File: src/rtl/sar_seq_pkg.sv
package sar_seq_pkg;

  typedef enum logic [2:0] {
    ST_IDLE,
    ST_SAMPLE,
    ST_COMPARE,
    ST_RECOVER,
    ST_OFFSET
  } seqState_t;

  typedef struct packed {
    logic clearCode;
    logic trialEn;
    logic decide;
    logic finish;
    logic offsetSample;
  } seqStrobes_t;

endpackage

File: src/rtl/sar_ctrl.sv
module sar_ctrl
  import sar_seq_pkg::*;
#(
  parameter int NBITS         = 6,
  parameter int SAMPLE_CYCLES = 2,
  parameter int TIMER_W       = 16,
  localparam int IDXW = (NBITS > 1) ? $clog2(NBITS) : 1,
  localparam int SCW  = $clog2(SAMPLE_CYCLES + 1)
) (
  input  logic               clk,
  input  logic               rstN,
  input  logic               sampleStrobe,
  input  logic               ready,
  input  logic [TIMER_W-1:0] timeoutLimit,
  output logic [IDXW-1:0]    bitIdx,
  output seqStrobes_t        strobes,
  output logic               samplePhase,
  output logic               compReset,
  output logic               compShort
);

  seqState_t          state, nextState;
  logic [SCW-1:0]     sampleCnt;
  logic [TIMER_W-1:0] elapsed;
  logic               bitsDone;
  logic               overrunNow;
  logic               accept;

  assign accept     = (state == ST_IDLE) && sampleStrobe;
  assign overrunNow = (elapsed >= timeoutLimit);

  always_comb begin
    nextState   = state;
    strobes     = '0;
    samplePhase = 1'b0;
    compReset   = 1'b1;
    compShort   = 1'b0;
    case (state)
      ST_IDLE: begin
        if (sampleStrobe) begin
          nextState         = ST_SAMPLE;
          strobes.clearCode = 1'b1;
        end
      end
      ST_SAMPLE: begin
        samplePhase = 1'b1;
        if (sampleCnt == SCW'(SAMPLE_CYCLES - 1)) nextState = ST_COMPARE;
      end
      ST_COMPARE: begin
        compReset       = 1'b0;
        strobes.trialEn = 1'b1;
        if (ready) begin
          strobes.decide = 1'b1;
          nextState      = ST_RECOVER;
          if (bitIdx == '0) begin
            strobes.finish = 1'b1;
            if (overrunNow) nextState = ST_IDLE;
          end
        end
      end
      ST_RECOVER: begin
        if (!ready) nextState = bitsDone ? ST_OFFSET : ST_COMPARE;
      end
      ST_OFFSET: begin
        compReset = 1'b0;
        compShort = 1'b1;
        if (ready) begin
          strobes.offsetSample = 1'b1;
          nextState            = ST_IDLE;
        end
      end
      default: nextState = ST_IDLE;
    endcase
  end

  always_ff @(posedge clk or negedge rstN) begin
    if (!rstN) begin
      state     <= ST_IDLE;
      sampleCnt <= '0;
      bitIdx    <= '0;
      elapsed   <= '0;
      bitsDone  <= 1'b0;
    end else begin
      state <= nextState;
      if (accept) begin
        sampleCnt <= '0;
        bitIdx    <= IDXW'(NBITS - 1);
        elapsed   <= '0;
        bitsDone  <= 1'b0;
      end else begin
        if (state == ST_SAMPLE) sampleCnt <= sampleCnt + 1'b1;
        if (strobes.decide && (bitIdx != '0)) bitIdx <= bitIdx - 1'b1;
        if (strobes.finish) bitsDone <= 1'b1;
        if ((state != ST_IDLE) && !bitsDone && (elapsed != '1))
          elapsed <= elapsed + 1'b1;
      end
    end
  end

endmodule

File: src/rtl/sar_data.sv
module sar_data
  import sar_seq_pkg::*;
#(
  parameter int NBITS  = 6,
  parameter int TRIM_W = 8,
  localparam int IDXW = (NBITS > 1) ? $clog2(NBITS) : 1,
  localparam logic [TRIM_W-1:0] TRIM_MID = TRIM_W'(1) << (TRIM_W - 1),
  localparam logic [TRIM_W-1:0] TRIM_MAX = '1
) (
  input  logic              clk,
  input  logic              rstN,
  input  seqStrobes_t       strobes,
  input  logic [IDXW-1:0]   bitIdx,
  input  logic              compP,
  output logic [NBITS-1:0]  dacTrial,
  output logic [NBITS-1:0]  result,
  output logic              done,
  output logic [TRIM_W-1:0] offsetTrim
);

  logic [NBITS-1:0] code;
  logic [NBITS-1:0] trialMask;
  logic [NBITS-1:0] nextCode;

  genvar gi;
  generate
    for (gi = 0; gi < NBITS; gi++) begin : g_mask
      assign trialMask[gi] = (bitIdx == IDXW'(gi));
      assign nextCode[gi]  = trialMask[gi] ? compP : code[gi];
    end
  endgenerate

  assign dacTrial = strobes.trialEn ? (code | trialMask) : code;

  always_ff @(posedge clk or negedge rstN) begin
    if (!rstN) begin
      code   <= '0;
      result <= '0;
      done   <= 1'b0;
    end else begin
      done <= strobes.finish;
      if (strobes.clearCode)   code   <= '0;
      else if (strobes.decide) code   <= nextCode;
      if (strobes.finish)      result <= nextCode;
    end
  end

  always_ff @(posedge clk or negedge rstN) begin
    if (!rstN) begin
      offsetTrim <= TRIM_MID;
    end else if (strobes.offsetSample) begin
      if (compP) begin
        if (offsetTrim != TRIM_MAX) offsetTrim <= offsetTrim + 1'b1;
      end else begin
        if (offsetTrim != '0) offsetTrim <= offsetTrim - 1'b1;
      end
    end
  end

endmodule

File: src/rtl/sar_seq.sv
module sar_seq
  import sar_seq_pkg::*;
#(
  parameter int NBITS         = 6,
  parameter int SAMPLE_CYCLES = 2,
  parameter int TIMER_W       = 16,
  parameter int TRIM_W        = 8,
  localparam int IDXW = (NBITS > 1) ? $clog2(NBITS) : 1
) (
  input  logic               clk,
  input  logic               rstN,
  input  logic               sampleStrobe,
  input  logic               compP,
  input  logic               compN,
  input  logic [TIMER_W-1:0] timeoutLimit,
  output logic [NBITS-1:0]   dacTrial,
  output logic               samplePhase,
  output logic               compReset,
  output logic               compShort,
  output logic [NBITS-1:0]   result,
  output logic               done,
  output logic [TRIM_W-1:0]  offsetTrim
);

  logic        ready;
  logic [IDXW-1:0] bitIdx;
  seqStrobes_t strobes;

  assign ready = compP | compN;

  sar_ctrl #(
    .NBITS(NBITS), .SAMPLE_CYCLES(SAMPLE_CYCLES), .TIMER_W(TIMER_W)
  ) ctrl (
    .clk(clk), .rstN(rstN), .sampleStrobe(sampleStrobe), .ready(ready),
    .timeoutLimit(timeoutLimit), .bitIdx(bitIdx), .strobes(strobes),
    .samplePhase(samplePhase), .compReset(compReset), .compShort(compShort)
  );

  sar_data #(
    .NBITS(NBITS), .TRIM_W(TRIM_W)
  ) data (
    .clk(clk), .rstN(rstN), .strobes(strobes), .bitIdx(bitIdx),
    .compP(compP), .dacTrial(dacTrial), .result(result), .done(done),
    .offsetTrim(offsetTrim)
  );

endmodule

File: config.mk
export PLATFORM = sky130hd
export DESIGN_NAME = sar_seq
export DESIGN_NICKNAME = d
export VERILOG_FILES = /design/src/rtl/sar_seq_pkg.sv /design/src/rtl/sar_ctrl.sv /design/src/rtl/sar_data.sv /design/src/rtl/sar_seq.sv
export SDC_FILE = /design/constraint.sdc
export NUM_CORES = 1
export LEC_CHECK = 0
export BUFFER_PORTS_ARGS = -buffer_cell sky130_fd_sc_hd__clkbuf_2
export CAP_MARGIN = 30
export CORE_UTILIZATION = 48
export CTS_BUF_LIST = sky130_fd_sc_hd__clkbuf_8
export CTS_CLUSTER_SIZE = 20
export DETAILED_ROUTE_END_ITERATION = 10
export GPL_TIMING_DRIVEN = 0
export HOLD_SLACK_MARGIN = 0.1
export PLACE_DENSITY = 0.68
export REMOVE_ABC_BUFFERS = 1
export SYNTH_ARGS = -nofsm -noshare
export SYNTH_HDL_FRONTEND = slang
export SYNTH_SLANG_ARGS = --single-unit
File: constraint.sdc
create_clock -name clk -period 2.2 [get_ports clk]
set_input_delay 0 -clock clk [delete_from_list [all_inputs] [get_ports clk]]
set_output_delay 0 -clock clk [all_outputs]
set_load 0.005 [all_outputs]
; ---- Yosys cells after proc, flatten, opt, wreduce, memory -nomap -nowiden
; Index checks and enable logic that the tools add are counted.
[word_totals]
word_cells = 93
regBits = 46
output_inout_bits = 24
inputBits = 21
[classes]
n_mux = 39
magnitude_cmp = 1
n_bitwise = 2
n_eq_ne = 18
n_reduce_logical = 19
add_sub_neg = 5
[ops]
columns = op, n
row1 = $mux W16, 2
row2 = $mux W3, 9
row3 = $mux W8, 3
row4 = $mux W6, 3
row5 = $add A16 B1 Y16 const B, 1
row6 = $ge A16 B16 Y1, 1
row7 = $mux W1, 16
row8 = $ne A16 B16 Y1 const B, 1
row9 = $pmux W3 S5, 1
row10 = $eq A3 B2 Y1 const B, 4
row11 = $reduce_bool A2 Y1, 6
row12 = $mux W2, 5
row13 = $eq A3 B3 Y1 const B, 3
row14 = $add A8 B1 Y8 const B, 1
row15 = $ne A2 B1 Y1 const B, 4
row16 = $ne A8 B8 Y1 const B, 1
row17 = $reduce_bool A8 Y1, 1
row18 = $sub A8 B1 Y8 const B, 1
row19 = $eq A3 B1 Y1 const B, 2
row20 = $logic_not A3 Y1, 2
row21 = $or A6 B6 Y6, 1
row22 = $reduce_bool A3 Y1, 2
row23 = $reduce_and A5 Y1, 1
row24 = $logic_and A1 B1 Y1, 4
row25 = 8 further kinds, 9

; ---- Depth between registers and ports, before layout
; Gate-level depths: netlist (run 1).
[depth]
ltp_word = 7
mapped_depth = 8
depth_no_buf = 7

; ---- Modules after synthesis
; A second synthesis (run 1) with hierarchy kept.
[hier_totals]
hier_cells = 355
hier_area_um2 = 3135.5
[by_module_without_submodules]
columns = module, area_each_um2, cells_each, n_inst, seq_area_each_um2
row1 = sar_ctrl, 1800.5, 211, 1, 625.6
row2 = sar_data, 1328.8, 143, 1, 526.8
row3 = sar_seq, 6.3, 1, 1, 0.0

; ---- Least setup slack after synthesis (run 1)
; OpenSTA, ideal clock, no wires.
[synth_path]
kind = register to register
start = register ctrl.elapsed[6]
end = register ctrl.state[0]
required_ps = 2101
t_arrival_ps = 1695
stages_incl_launch_ff = 7
path_slack_ps = 405
n_path_buf = 0
synth_period_minus_slack_ps = 1795
cell_sequence = dfrtp_1 > ha_1 > and3_1 > a221o_1 > a22oi_1 > o211ai_1 > a311oi_1
[synth_between]
elab_chain_cells = 5
[synth_rtl]
columns = element, line_no
row1 = from (decl), sar_ctrl.sv:24  ; logic [TIMER_W-1:0] elapsed;
row2 = from (signal assigned), sar_ctrl.sv:95  ; elapsed <= elapsed + 1'b1;
row3 = $ge A16 B16 Y1, sar_ctrl.sv:30  ; assign overrunNow = (elapsed >= timeoutLimit);
row4 = $mux W2, sar_ctrl.sv:57  ; if (overrunNow) nextState = ST_IDLE;
row5 = $mux W2, sar_ctrl.sv:55  ; if (bitIdx == '0) begin
row6 = $mux W3, sar_ctrl.sv:52  ; if (ready) begin
row7 = $pmux W3 S5, sar_ctrl.sv:38  ; case (state)
row8 = to (signal assigned), sar_ctrl.sv:84  ; state <= nextState;
row9 = to (decl), sar_ctrl.sv:22  ; seqState_t state, nextState;
; Every way passes these cells. The select of a mux whose other input is x is not followed.
; A chain may end at the register's enable or synchronous reset.

; ---- Worst setup path in the final report (run 1)
[layout_path]
start = register ctrl.elapsed[0]
end = register ctrl.elapsed[5]
[layout_between]
elab_chain_cells = 3
elab_cells_between_ends = 6
classes_between = add/sub: 1 / eq/ne: 1 / mux: 2 / reduce/logical: 2
[layout_rtl]
columns = element, line_no
row1 = $add A16 B1 Y16 or $ne A16 B16 Y1 (tied branches), "sar_ctrl.sv:95, sar_ctrl.sv:94"
row2 = $mux W16 or $logic_and A1 B1 Y1 (tied branches), sar_ctrl.sv:94  ; if ((state != ST_IDLE) && !bitsDone && (elapsed != '1))
row3 = $mux W16 or $reduce_bool A2 Y1 (tied branches), n/a
; Several ways; a longest one is shown, not always the timed one. The select of a mux whose other input is x is not followed.

==> flow_metrics.env, run 1 <==
export IMPL_vias=2584
export IMPL_synth_edf_count=0
export IMPL_cp_start_kind="flop"
export IMPL_via_per_inst=5.58
export IMPL_dpl_cell_count=453
export IMPL_period_share_pct=91.2
export IMPL_drt_iter0_markers=129
export IMPL_crit_type="reg -> reg"
export IMPL_final_hold_violation_count=0
export IMPL_power_density_nw_per_um2=1110
export IMPL_cts_root_buffer="clkbuf_8"
export IMPL_register_area_um2=1150
export IMPL_switching_power_mw=1.55
export IMPL_fillCellCount=548
export IMPL_grtUsageTotal_pct=20.6
export IMPL_slew_headroom_pct=56.5
export IMPL_cts_reportedPaths_clkPinSlew_ns=0.09
export IMPL_synth_area_leaders="dfrtp_1 (36%), ha_1 (12%), nand2_1 (5.0%), o21ai_0 (3.7%), nor2_1 (3.6%)"
export IMPL_synth_cell_types=56
export IMPL_gp_congestion=0.773
export IMPL_dr_pass1_iters=4
export IMPL_die_x_um=82.3
export IMPL_synth_top_cell_by_area="dfrtp_1"
export IMPL_period_minus_slack_ns=2.01
export IMPL_status="complete, no violations"
export IMPL_ys_seq_area_share_pct=37.3
export IMPL_finalWirelength_um=6340
export IMPL_wl_met2_um=3180
export IMPL_maxSlewViolCount=0
export IMPL_grt_setup_unrepaired="no"
export IMPL_synth_warning_count=0
export IMPL_clockBufferDepth=2
export IMPL_core_um2=6060
export IMPL_synth_area_um2=3090
export IMPL_io_pin_count=45
export IMPL_cts_tree="built"
export IMPL_dpl_hpwl_um=4790
export IMPL_cts_sinks=46
export IMPL_worst_pin_slew_ns=0.652
export IMPL_hold_class="in -> reg"
export IMPL_grt_pass1_wl_um=10700
export IMPL_antenna_found_initial=0
export IMPL_netlist_instances=343
export IMPL_clkPwrFrac_pct=19.6
export IMPL_p_leak_nw=1.74
export IMPL_layout_cells_most_common="dfrtp_1"
export IMPL_grt_max_degree=25
export IMPL_dieArea_um2=6770
export IMPL_finalSetupViolCount=0
export IMPL_drcViolationCount=0
export IMPL_synth_main_ff_cell="dfrtp_1"
export IMPL_fin_worst_skew_ns=0.00797
export IMPL_wl_met3_um=118
export IMPL_p_int_mw=2.39
export IMPL_row_count=28
export IMPL_wl_per_cell_um=13.7
export IMPL_finalNonFillerCells=463
export IMPL_power_total_mw=3.94
export IMPL_grt_overflow_total=0
export IMPL_peakVddDrop_uv=504
export IMPL_top_layer="met4"
export IMPL_grt_pass1_vias=2395
export IMPL_synthArstFlopShare_pct=100
export IMPL_diodes=0
export IMPL_ctsHtreeMaxLevel=2
export IMPL_drv_cap=0
export IMPL_final_cell_mix="dfrtp_1 (45), clkbuf_2 (44), nand2_1 (41)"
export IMPL_power_frac_seq_pct=39.3
export IMPL_final_nets=438
export IMPL_synth_top_area_share_pct=36.4
export IMPL_syn2layout_area_growth_pct=15.1
export IMPL_cp_arrival_ns=2.19
export IMPL_clk_latency_ns=0.30
export IMPL_p_sw_share_pct=39.4
export IMPL_wirelength_met1_um=2950
export IMPL_numCtsBuffers=5
export IMPL_io_buffer_count=44
export IMPL_die_h_um=82.3
export IMPL_syn_area_per_cell_um2=9.01
export IMPL_clock_fmax_ghz=0.498
export IMPL_cp_required_ns=2.39
export IMPL_drive_gt1_share_pct=19.3
export IMPL_multi_input_area_um2=1800
export IMPL_start_util_pct=51.0
export IMPL_endpoint_kind="flop"
export IMPL_pwr_share_comb_pct=41.1
export IMPL_critPathMaxFanout=15
export IMPL_ant_nets=0
export IMPL_ys_ff_latch=46
## power by group through the flow
stage	logic (mW)	registers [mW]	clock network (mW)
final	1.62	1.55	0.773
after global routing	1.86	1.61	0.824
after CTS	1.63	1.54	0.795
after detailed placement	1.61	1.56	0
after global placement	1.54	1.54	0
after floorplan	1.15	1.47	0
## metrics by stage
| step | setup slack (ns) | hold slack [ns] | TNS (ns) | area, µm² | util, % |
|---|---|---|---|---|---|
| after detailed placement | -0.0399 | 0.0608 | -0.0717 | 3380 | 55.8 |
| after floorplan | 0.405 | -0.296 | 0 | 3040 | - |
| after global routing | 0.0229 | 0.149 | 0 | 3560 | 58.7 |
| after CTS | 0.0769 | 0.109 | 0 | 3550 | 58.6 |
| final | 0.193 | 0.114 | 0 | 3560 | 58.7 |
| after global placement | -0.0326 | 0.290 | -0.0601 | 3350 | 55.3 |
## cells by family after synthesis
kind of cell	synth area share, %
AND/OR/NAND/NOR	21.3
flip-flops	37.3
AO/OA/AOI/OAI	17.9
multiplexers	2.39
buffers and inverters	4.82
adder cells (fa/ha/maj)	12.4
XOR/XNOR	3.97
## routing by layer
layer / global-route usage, % / vias up
met5: 0 / -
met4: 7.37 / 0
met3: 3.41 / 7
met2: 35.0 / 21
met1: 26.3 / 1248
li1: - / 1308
## worst paths after layout
check | cells after the start | startpoint | to | slack (ns)
max in group asynchronous | 3 | rstN | data.offsetTrim[7]$_DFFE_PN1P_ | 1.32
min in group asynchronous | 2 | rstN | data.result[1]$_DFFE_PN0P_ | 0.25
worst max-delay path | 6 | ctrl.elapsed[0]$_DFFE_PN0P_ | ctrl.elapsed[5]$_DFFE_PN0P_ | 0.19
worst min register to register | 2 | data.result[0]$_DFFE_PN0P_ | data.result[0]$_DFFE_PN0P_ | 0.49
worst max register to register | 6 | ctrl.elapsed[0]$_DFFE_PN0P_ | ctrl.elapsed[5]$_DFFE_PN0P_ | 0.19
worst min-delay path | 3 | compP | data.result[2]$_DFFE_PN0P_ | 0.11
## what timing repair did
| item | in CTS | in global routing |
|---|---|---|
| hold endpoints to repair | 26 | 0 |
| setup buffers | 0 | 0 |
| resized for setup | 1 | 2 |
| pin swaps | 0 | 1 |
| setup endpoints to repair | 7 | 16 |
| hold buffers | 2 | 0 |
## state kept, by name (all words and copies together), names as in the netlist
register,count
ctrl.elapsed,16
data.offsetTrim,8
data.code,6
data.result,6
ctrl.bitIdx,3
ctrl.state,3
ctrl.sampleCnt,2
ctrl.bitsDone,1
data.done,1
## final cells by class
class	count	area share (%)
repair buffers	47	7.53
flip-flops and latches	46	32.4
clock buffers	6	2.32
multi-input cells	261	50.7
well taps	75	2.64
clock inverters	2	1.69
inverters	26	2.74
## synth_stat cells, types with 3 or more instances
master	count
a21o_1	6
ha_1	29
inv_1	26
nor4_1	3
o2111ai_1	3
buf_2	5
xor2_1	9
nor2_1	30
a31oi_1	4
and3_1	3
clkbuf_1	3
o211ai_1	6
nor2b_1	5
nand3_1	11
o31ai_1	3
mux2_2	3
a211oi_1	4
nand4_1	4
xnor2_1	5
a21oi_1	19
nand2b_1	5
o21ai_0	23
mux2i_1	4
dfrtp_1	45
nand2_1	41
nor3_1	5
## critical path, cell delays in order, from the launching register on
cell	delay, ns
dfrtp_1	0.44
ha_1	0.22
and3_1	0.22
nand3_2	0.16
o31ai_4	0.54
o311ai_0	0.21
o41ai_1	0.11
No activity file was read; power rests on OpenSTA's default activity.
==> run 2, diff against run 1 <==
==> constraint.sdc (replaced) <==
create_clock -name clk -period 2.5 [get_ports clk]
set_input_delay 0 -clock clk [delete_from_list [all_inputs] [get_ports clk]]
set_output_delay 0 -clock clk [all_outputs]
set_load 0.005 [all_outputs]
==> run 2 against run 1 <==
Net effect: flip-flop and latch count did not move; die area unchanged; global-route usage is 0.070 points lower; wire length barely moved; utilization fell by 0.10 points; worst hold slack got worse by 0.0011 ns; sequential power fell by 12%; setup slack gained 0.21 ns; combinational power down 12%; highest routed layer unchanged.
==> flow_metrics.env, run 2 (synthesis gave the netlist of run 1 again) <==
export IMPL_ctsHtreeMaxLevel=2
export IMPL_worst_pin_slew_ns=0.646
export IMPL_r2r_start="ctrl.bitIdx[0]$_DFFE_PN0P_"
export IMPL_layout_cells_most_common="dfrtp_1"
export IMPL_final_hold_violation_count=0
export IMPL_finalHoldWorstSlack_ns=0.113
export IMPL_hold_class="in -> reg"
export IMPL_grt_busiest_layer="met2"
export IMPL_path_cells="inv_1 > ha_1 > nor2b_1 > nand2_1 > nor2_2 > nand2_1 > o21ai_0"
export IMPL_period_share_pct=83.9
export IMPL_crit_buf_inv=1
export IMPL_preCtsSetupSlack_ns=0.260
export IMPL_max_stage_delay_ns=0.49
export IMPL_crit_top_cell="nand2_1"
export IMPL_finalNonFillerCells=463
export IMPL_final_cell_mix="dfrtp_1 (45), clkbuf_2 (44), nand2_1 (41)"
export IMPL_start_util_pct=51.0
export IMPL_numCtsBuffers=5
export IMPL_dieArea_um2=6770
export IMPL_dpl_cell_count=453
export IMPL_die_x_um=82.3
export IMPL_cp_arrival_ns=2.32
export IMPL_grt_setup_unrepaired="no"
export IMPL_largest_register="ctrl.elapsed"
export IMPL_drt_iter0_markers=96
export IMPL_final_setup_worst_slack_ns=0.403
export IMPL_dpl_hpwl_um=4790
export IMPL_clk_latency_ns=0.30
export IMPL_core_um2=6060
export IMPL_globalRouteMet3Util_pct=3.41
export IMPL_min_from="compP"
export IMPL_use_met2_pct=34.8
export IMPL_cp_startpoint="ctrl.bitIdx[0]$_DFFE_PN0P_"
export IMPL_slew_headroom_pct=56.9
export IMPL_critPathSlowestCell="nor2_2"
export IMPL_critPathMaxFanout=14
export IMPL_p_leak_nw=1.74
export IMPL_largest_register_ffs=16
export IMPL_die_h_um=82.3
export IMPL_finalSetupViolCount=0
export IMPL_maxSlewViolCount=0
export IMPL_grt_pass1_wl_um=10600
export IMPL_grt_max_degree=25
export IMPL_utilization_pct=58.6
export IMPL_cp_required_ns=2.72
export IMPL_grtUsageTotal_pct=20.6
export IMPL_switching_power_mw=1.36
export IMPL_diodes=0
export IMPL_crit_family="simple AND/OR/NAND/NOR gates"
export IMPL_row_count=28
export IMPL_syn2layout_area_growth_pct=14.9
export IMPL_post_cts_buffers=0
export IMPL_period_minus_slack_ns=2.10
export IMPL_power_density_nw_per_um2=975
export IMPL_p_sw_share_pct=39.4
export IMPL_use_met1_pct=26.3
export IMPL_clockBufferDepth=2
export IMPL_crit_type="reg -> reg"
export IMPL_grt_pass1_vias=2389
export IMPL_pwr_share_comb_pct=41.0
export IMPL_power_total_mw=3.46
export IMPL_io_pin_count=45
export IMPL_antenna_found_initial=0
export IMPL_status="complete, no violations"
export IMPL_grt_overflow_total=0
export IMPL_finalSetupTns_ns=0
export IMPL_power_frac_seq_pct=39.3
export IMPL_final_cell_area_um2=3550
export IMPL_ant_nets=0
export IMPL_wl_per_cell_um=13.7
export IMPL_cts_sinks=46
export IMPL_via_per_inst=5.59
export IMPL_vias=2587
export IMPL_drcViolationCount=0
export IMPL_io_buffer_count=44
export IMPL_cts_root_buffer="clkbuf_8"
export IMPL_place_area_um2=3380
export IMPL_endpoint_kind="flop"
export IMPL_finalWirelength_um=6340
export IMPL_reg_top3="ctrl.elapsed: 16 flops, data.offsetTrim: 8 flops"
export IMPL_clkPwrFrac_pct=19.7
export IMPL_gp_congestion=0.773
export IMPL_fin_worst_skew_ns=0.00853
export IMPL_cts_tree="built"
export IMPL_p_int_mw=2.10
export IMPL_final_nets=438
export IMPL_drive_gt1_share_pct=19.1
export IMPL_cp_start_kind="flop"
export IMPL_cts_reportedPaths_clkPinSlew_ns=0.09
export IMPL_drv_cap=0
export IMPL_clock_fmax_ghz=0.477
export IMPL_dr_pass1_iters=4
export IMPL_peakVddDrop_uv=443
==> run 2: cell counts in the layout (fill, tap and decap cells not counted) <==
Identical to the previous run, type by type.
==> run 2: final timing paths <==
path,to,slack [ns],depth (start not counted)
max in group asynchronous,data.offsetTrim[7]$_DFFE_PN1P_,1.63,3
worst max register to register,data.code[0]$_DFFE_PN0P_,0.40,7
worst max-delay path,data.code[0]$_DFFE_PN0P_,0.40,7
worst min register to register,data.result[0]$_DFFE_PN0P_,0.48,2
worst min-delay path,data.result[2]$_DFFE_PN0P_,0.11,3
min in group asynchronous,data.result[1]$_DFFE_PN0P_,0.25,2
==> run 2: repair_timing <==
item / 4_1_cts / 5_1_grt
endpoints found under the setup margin: 0 / 1
hold buffers: 2 / 0
resized for setup: 0 / 1
endpoints found under the hold margin: 26 / 0
==> run 2: power by group through the flow <==
stage                     Clock (mW)  Sequential (mW)  Combinational (mW)
after detailed placement           0             1.37                1.42
after global routing           0.725             1.41                1.63
after floorplan                    0             1.29                1.01
after global placement             0             1.36                1.36
final                          0.681             1.36                1.42
after CTS                      0.700             1.36                1.43
==> run 2: area by class of cell <==
cell class                 count  area (µm²)
clock buffer                   6        82.6
multi-input combinational    261        1800
fill                         550        2510
timing repair buffer          47         268
tap                           75        93.8
sequential                    46        1150
inverter                      26        97.6
clock inverter                 2        60.1
==> run 2: worst reg2reg max path: cells and delay by family (launching register included) <==
kind                     cells  cell delay [ns]
AND/OR/NAND/NOR              4             1.12
AO/OA/AOI/OAI                1             0.10
buffers and inverters        1             0.13
adder cells (fa/ha/maj)      1             0.24
flip-flops                   1             0.44
==> run 2: layer usage <==
layer	wire [µm]	share of wire, %
met5	0	0
met4	99	1.6
met1	2960	47
met3	116	1.8
met2	3160	50
==> run 3, diff against run 2 <==
--- a/config.mk
+++ b/config.mk
@@ -5,6 +5,7 @@
 export SDC_FILE = /design/constraint.sdc
 export NUM_CORES = 1
 export LEC_CHECK = 0
+export ABC_AREA = 1
 export BUFFER_PORTS_ARGS = -buffer_cell sky130_fd_sc_hd__clkbuf_2
 export CAP_MARGIN = 30
 export CORE_UTILIZATION = 48
@@ -13,7 +14,7 @@
 export DETAILED_ROUTE_END_ITERATION = 10
 export GPL_TIMING_DRIVEN = 0
 export HOLD_SLACK_MARGIN = 0.1
-export PLACE_DENSITY = 0.68
+export PLACE_DENSITY = 0.7
 export REMOVE_ABC_BUFFERS = 1
 export SYNTH_ARGS = -nofsm -noshare
 export SYNTH_HDL_FRONTEND = slang
==> constraint.sdc (replaced) <==
create_clock -name clk -period 1.9 [get_ports clk]
set_input_delay 0 -clock clk [delete_from_list [all_inputs] [get_ports clk]]
set_output_delay 0 -clock clk [all_outputs]
set_load 0.005 [all_outputs]
==> run 3 against run 2 <==
Net effect: design area increased by 1.7%; synthesized cell count increased by 18%; via count increased by 6.5%; global-route usage increased by 0.29 points; count of clock-buffer cells in the layout unchanged; register-to-register slack got worse by 0.28 ns; cell count increased by 16%; combinational power increased by 61%; setup slack got worse by 0.28 ns.
==> flow_metrics.env, run 3 <==
export IMPL_status="complete, no violations"
export IMPL_final_cell_mix="nand2_1 (104), inv_1 (55), dfrtp_1 (44), clkbuf_2 (44), nor2_1 (31)"
export IMPL_maxSlewViolCount=0
export IMPL_preCtsSetupSlack_ns=-0.250
export IMPL_netlist_instances=405
export IMPL_hold_class="in -> async"
export IMPL_grt_overflow_total=0
export IMPL_vias=2754
export IMPL_drive_gt1_share_pct=19.0
export IMPL_cp_required_ns=2.09
export IMPL_synth_area_leaders="dfrtp_1 (36%), nand2_1 (12%), ha_1 (12%), inv_1 (6.5%), o21ai_0 (3.8%)"
export IMPL_finalSetupTns_ns=0
export IMPL_synth_top_area_share_pct=36.0
export IMPL_syn_area_per_cell_um2=7.73
export IMPL_ys_seq_area_share_pct=36.8
export IMPL_via_per_inst=5.11
export IMPL_diodes=0
export IMPL_synth_main_ff_cell="dfrtp_1"
export IMPL_slew_headroom_pct=68.6
export IMPL_finalHoldWorstSlack_ns=0.177
export IMPL_worst_pin_slew_ns=0.472
export IMPL_largest_register_ffs=16
export IMPL_fin_worst_skew_ns=0.00585
export IMPL_finalWirelength_um=6640
export IMPL_synthArstFlopShare_pct=100
export IMPL_dpl_hpwl_um=4940
export IMPL_core_um2=6310
export IMPL_synth_top_cell_by_area="dfrtp_1"
export IMPL_grt_pass1_vias=2510
export IMPL_clockBufferDepth=2
export IMPL_start_util_pct=49.6
export IMPL_dieArea_um2=6850
export IMPL_cts_sinks=46
export IMPL_final_setup_worst_slack_ns=0.120
export IMPL_cp_arrival_ns=1.97
export IMPL_critPathMaxFanout=6
export IMPL_peakVddDrop_uv=903
export IMPL_cts_reportedPaths_clkPinSlew_ns=0.09
export IMPL_power_density_nw_per_um2=1250
export IMPL_layout_cells_most_common="nand2_1"
export IMPL_final_hold_violation_count=0
export IMPL_gp_congestion=0.843
export IMPL_cp_start_kind="flop"
export IMPL_synth_edf_count=0
export IMPL_syn2layout_area_growth_pct=15.4
export IMPL_crit_type="reg -> reg"
export IMPL_p_leak_nw=1.86
export IMPL_ant_nets=0
export IMPL_wl_per_cell_um=12.3
export IMPL_finalSetupViolCount=0
export IMPL_io_buffer_count=44
export IMPL_reg_top3="ctrl.elapsed: 16 flops, data.offsetTrim: 8 flops"
export IMPL_drcViolationCount=0
export IMPL_fillCellCount=595
export IMPL_die_h_um=82.8
export IMPL_grt_pass1_wl_um=10800
export IMPL_grtUsageTotal_pct=20.9
export IMPL_antenna_found_initial=0
export IMPL_cts_root_buffer="clkbuf_8"
export IMPL_numCtsBuffers=5
export IMPL_row_count=29
export IMPL_largest_register="ctrl.elapsed"
export IMPL_power_total_mw=4.53
export IMPL_final_nets=512
export IMPL_synth_cell_types=34
export IMPL_dpl_cell_count=523
export IMPL_grt_max_degree=31
export IMPL_ys_ff_latch=46
export IMPL_grt_setup_unrepaired="no"
export IMPL_die_x_um=82.8
export IMPL_yosys_top_cells_count="nand2_1 (104), inv_1 (54), dfrtp_1 (45)"
export IMPL_finalNonFillerCells=539
export IMPL_endpoint_kind="flop"
export IMPL_io_pin_count=45
export IMPL_clk_latency_ns=0.30
export IMPL_cts_tree="built"
export IMPL_dr_pass1_iters=4
export IMPL_period_minus_slack_ns=1.78
export IMPL_clock_fmax_ghz=0.562
export IMPL_synth_most_common_cell="nand2_1"
export IMPL_ctsHtreeMaxLevel=2
export IMPL_period_share_pct=93.7
export IMPL_synth_area_um2=3130
export IMPL_drt_iter0_markers=67
export IMPL_drv_cap=0
export IMPL_synth_warning_count=0
-- run 3: per-layer routing --
layer | up-vias | GRT usage [%] | share of wire, %
met5 | - | 0 | 0
met4 | 0 | 5.69 | 1.6
met3 | 11 | 4.07 | 3.5
met2 | 40 | 38.2 | 49
met1 | 1278 | 24.6 | 46
li1 | 1425 | - | -
-- run 3: what timing repair did --
item | in CTS | in global routing
hold buffers | 3 | 0
pin swaps | 0 | 1
setup endpoints to repair | 19 | 10
resized for setup | 2 | 2
setup buffers | 0 | 5
endpoints found under the hold margin | 47 | 0
-- run 3: worst max-delay path, cell delays in order (launching register included) --
cell and delay [ns]:
dfrtp_1 0.42, ha_1 0.24, nand3_2 0.11, nor2_2 0.06, and2_4 0.14, nand2_2 0.07, nand3_4 0.13, inv_4 0.13
nand2_2 0.07, nor2_1 0.13, nand2_1 0.07, nand2_1 0.06, nor2_1 0.04
-- run 3: cells by family (layout without fill, tap and decap cells) --
family | after synthesis | in the layout | share of synthesized area, %
adder cells (fa/ha/maj) | 30 | 30 | 12.2
flip-flops | 46 | 46 | 36.8
AO/OA/AOI/OAI | 67 | 67 | 11.7
XOR/XNOR | 14 | 14 | 3.92
buffers and inverters | 66 | 123 | 8.43
AND/OR/NAND/NOR | 182 | 182 | 26.9
-- run 3: layout make-up --
| class | count | area, µm² | area share, % |
|---|---|---|---|
| Clock buffer | 6 | 82.6 | 2.29 |
| Clock inverter | 2 | 8.76 | 0.242 |
| Inverter | 62 | 236 | 6.55 |
| Multi-Input combinational cell | 293 | 1730 | 47.8 |
| Sequential cell | 46 | 1150 | 31.9 |
| Tap cell | 77 | 96.3 | 2.67 |
| Timing Repair Buffer | 53 | 308 | 8.52 |
-- run 3: final timing paths --
| check | from | end | slack [ns] | depth (start not counted) |
|---|---|---|---|---|
| worst max-delay path | ctrl.elapsed[0]$_DFFE_PN0P_ | ctrl.elapsed[12]$_DFFE_PN0P_ | 0.12 | 12 |
| worst min register to register | data.result[5]$_DFFE_PN0P_ | data.result[5]$_DFFE_PN0P_ | 0.48 | 2 |
| min in group clk | sampleStrobe | ctrl.state[2]$_DFFE_PN0P_ | 0.18 | 5 |
| worst max register to register | ctrl.elapsed[0]$_DFFE_PN0P_ | ctrl.elapsed[12]$_DFFE_PN0P_ | 0.12 | 12 |
| max in group asynchronous | rstN | data.offsetTrim[7]$_DFFE_PN1P_ | 1.13 | 3 |
| worst min-delay path | rstN | data.offsetTrim[0]$_DFFE_PN0P_ | 0.18 | 2 |
-- run 3: through the flow --
step / util [%] / cell area [µm²]
finish: 57.2 / 3610
detailed placement: 54.4 / 3440
global route: 57.2 / 3610
CTS: 56.6 / 3570
global placement: 54.1 / 3420
floorplan: - / 3100
-- run 3: power breakdown --
group	leakage, nW	internal [mW]	switching [mW]	total (mW)
Clock	0.0524	0.289	0.330	0.619
Combinational	1.21	0.922	1.36	2.29
Sequential	0.592	1.31	0.316	1.63
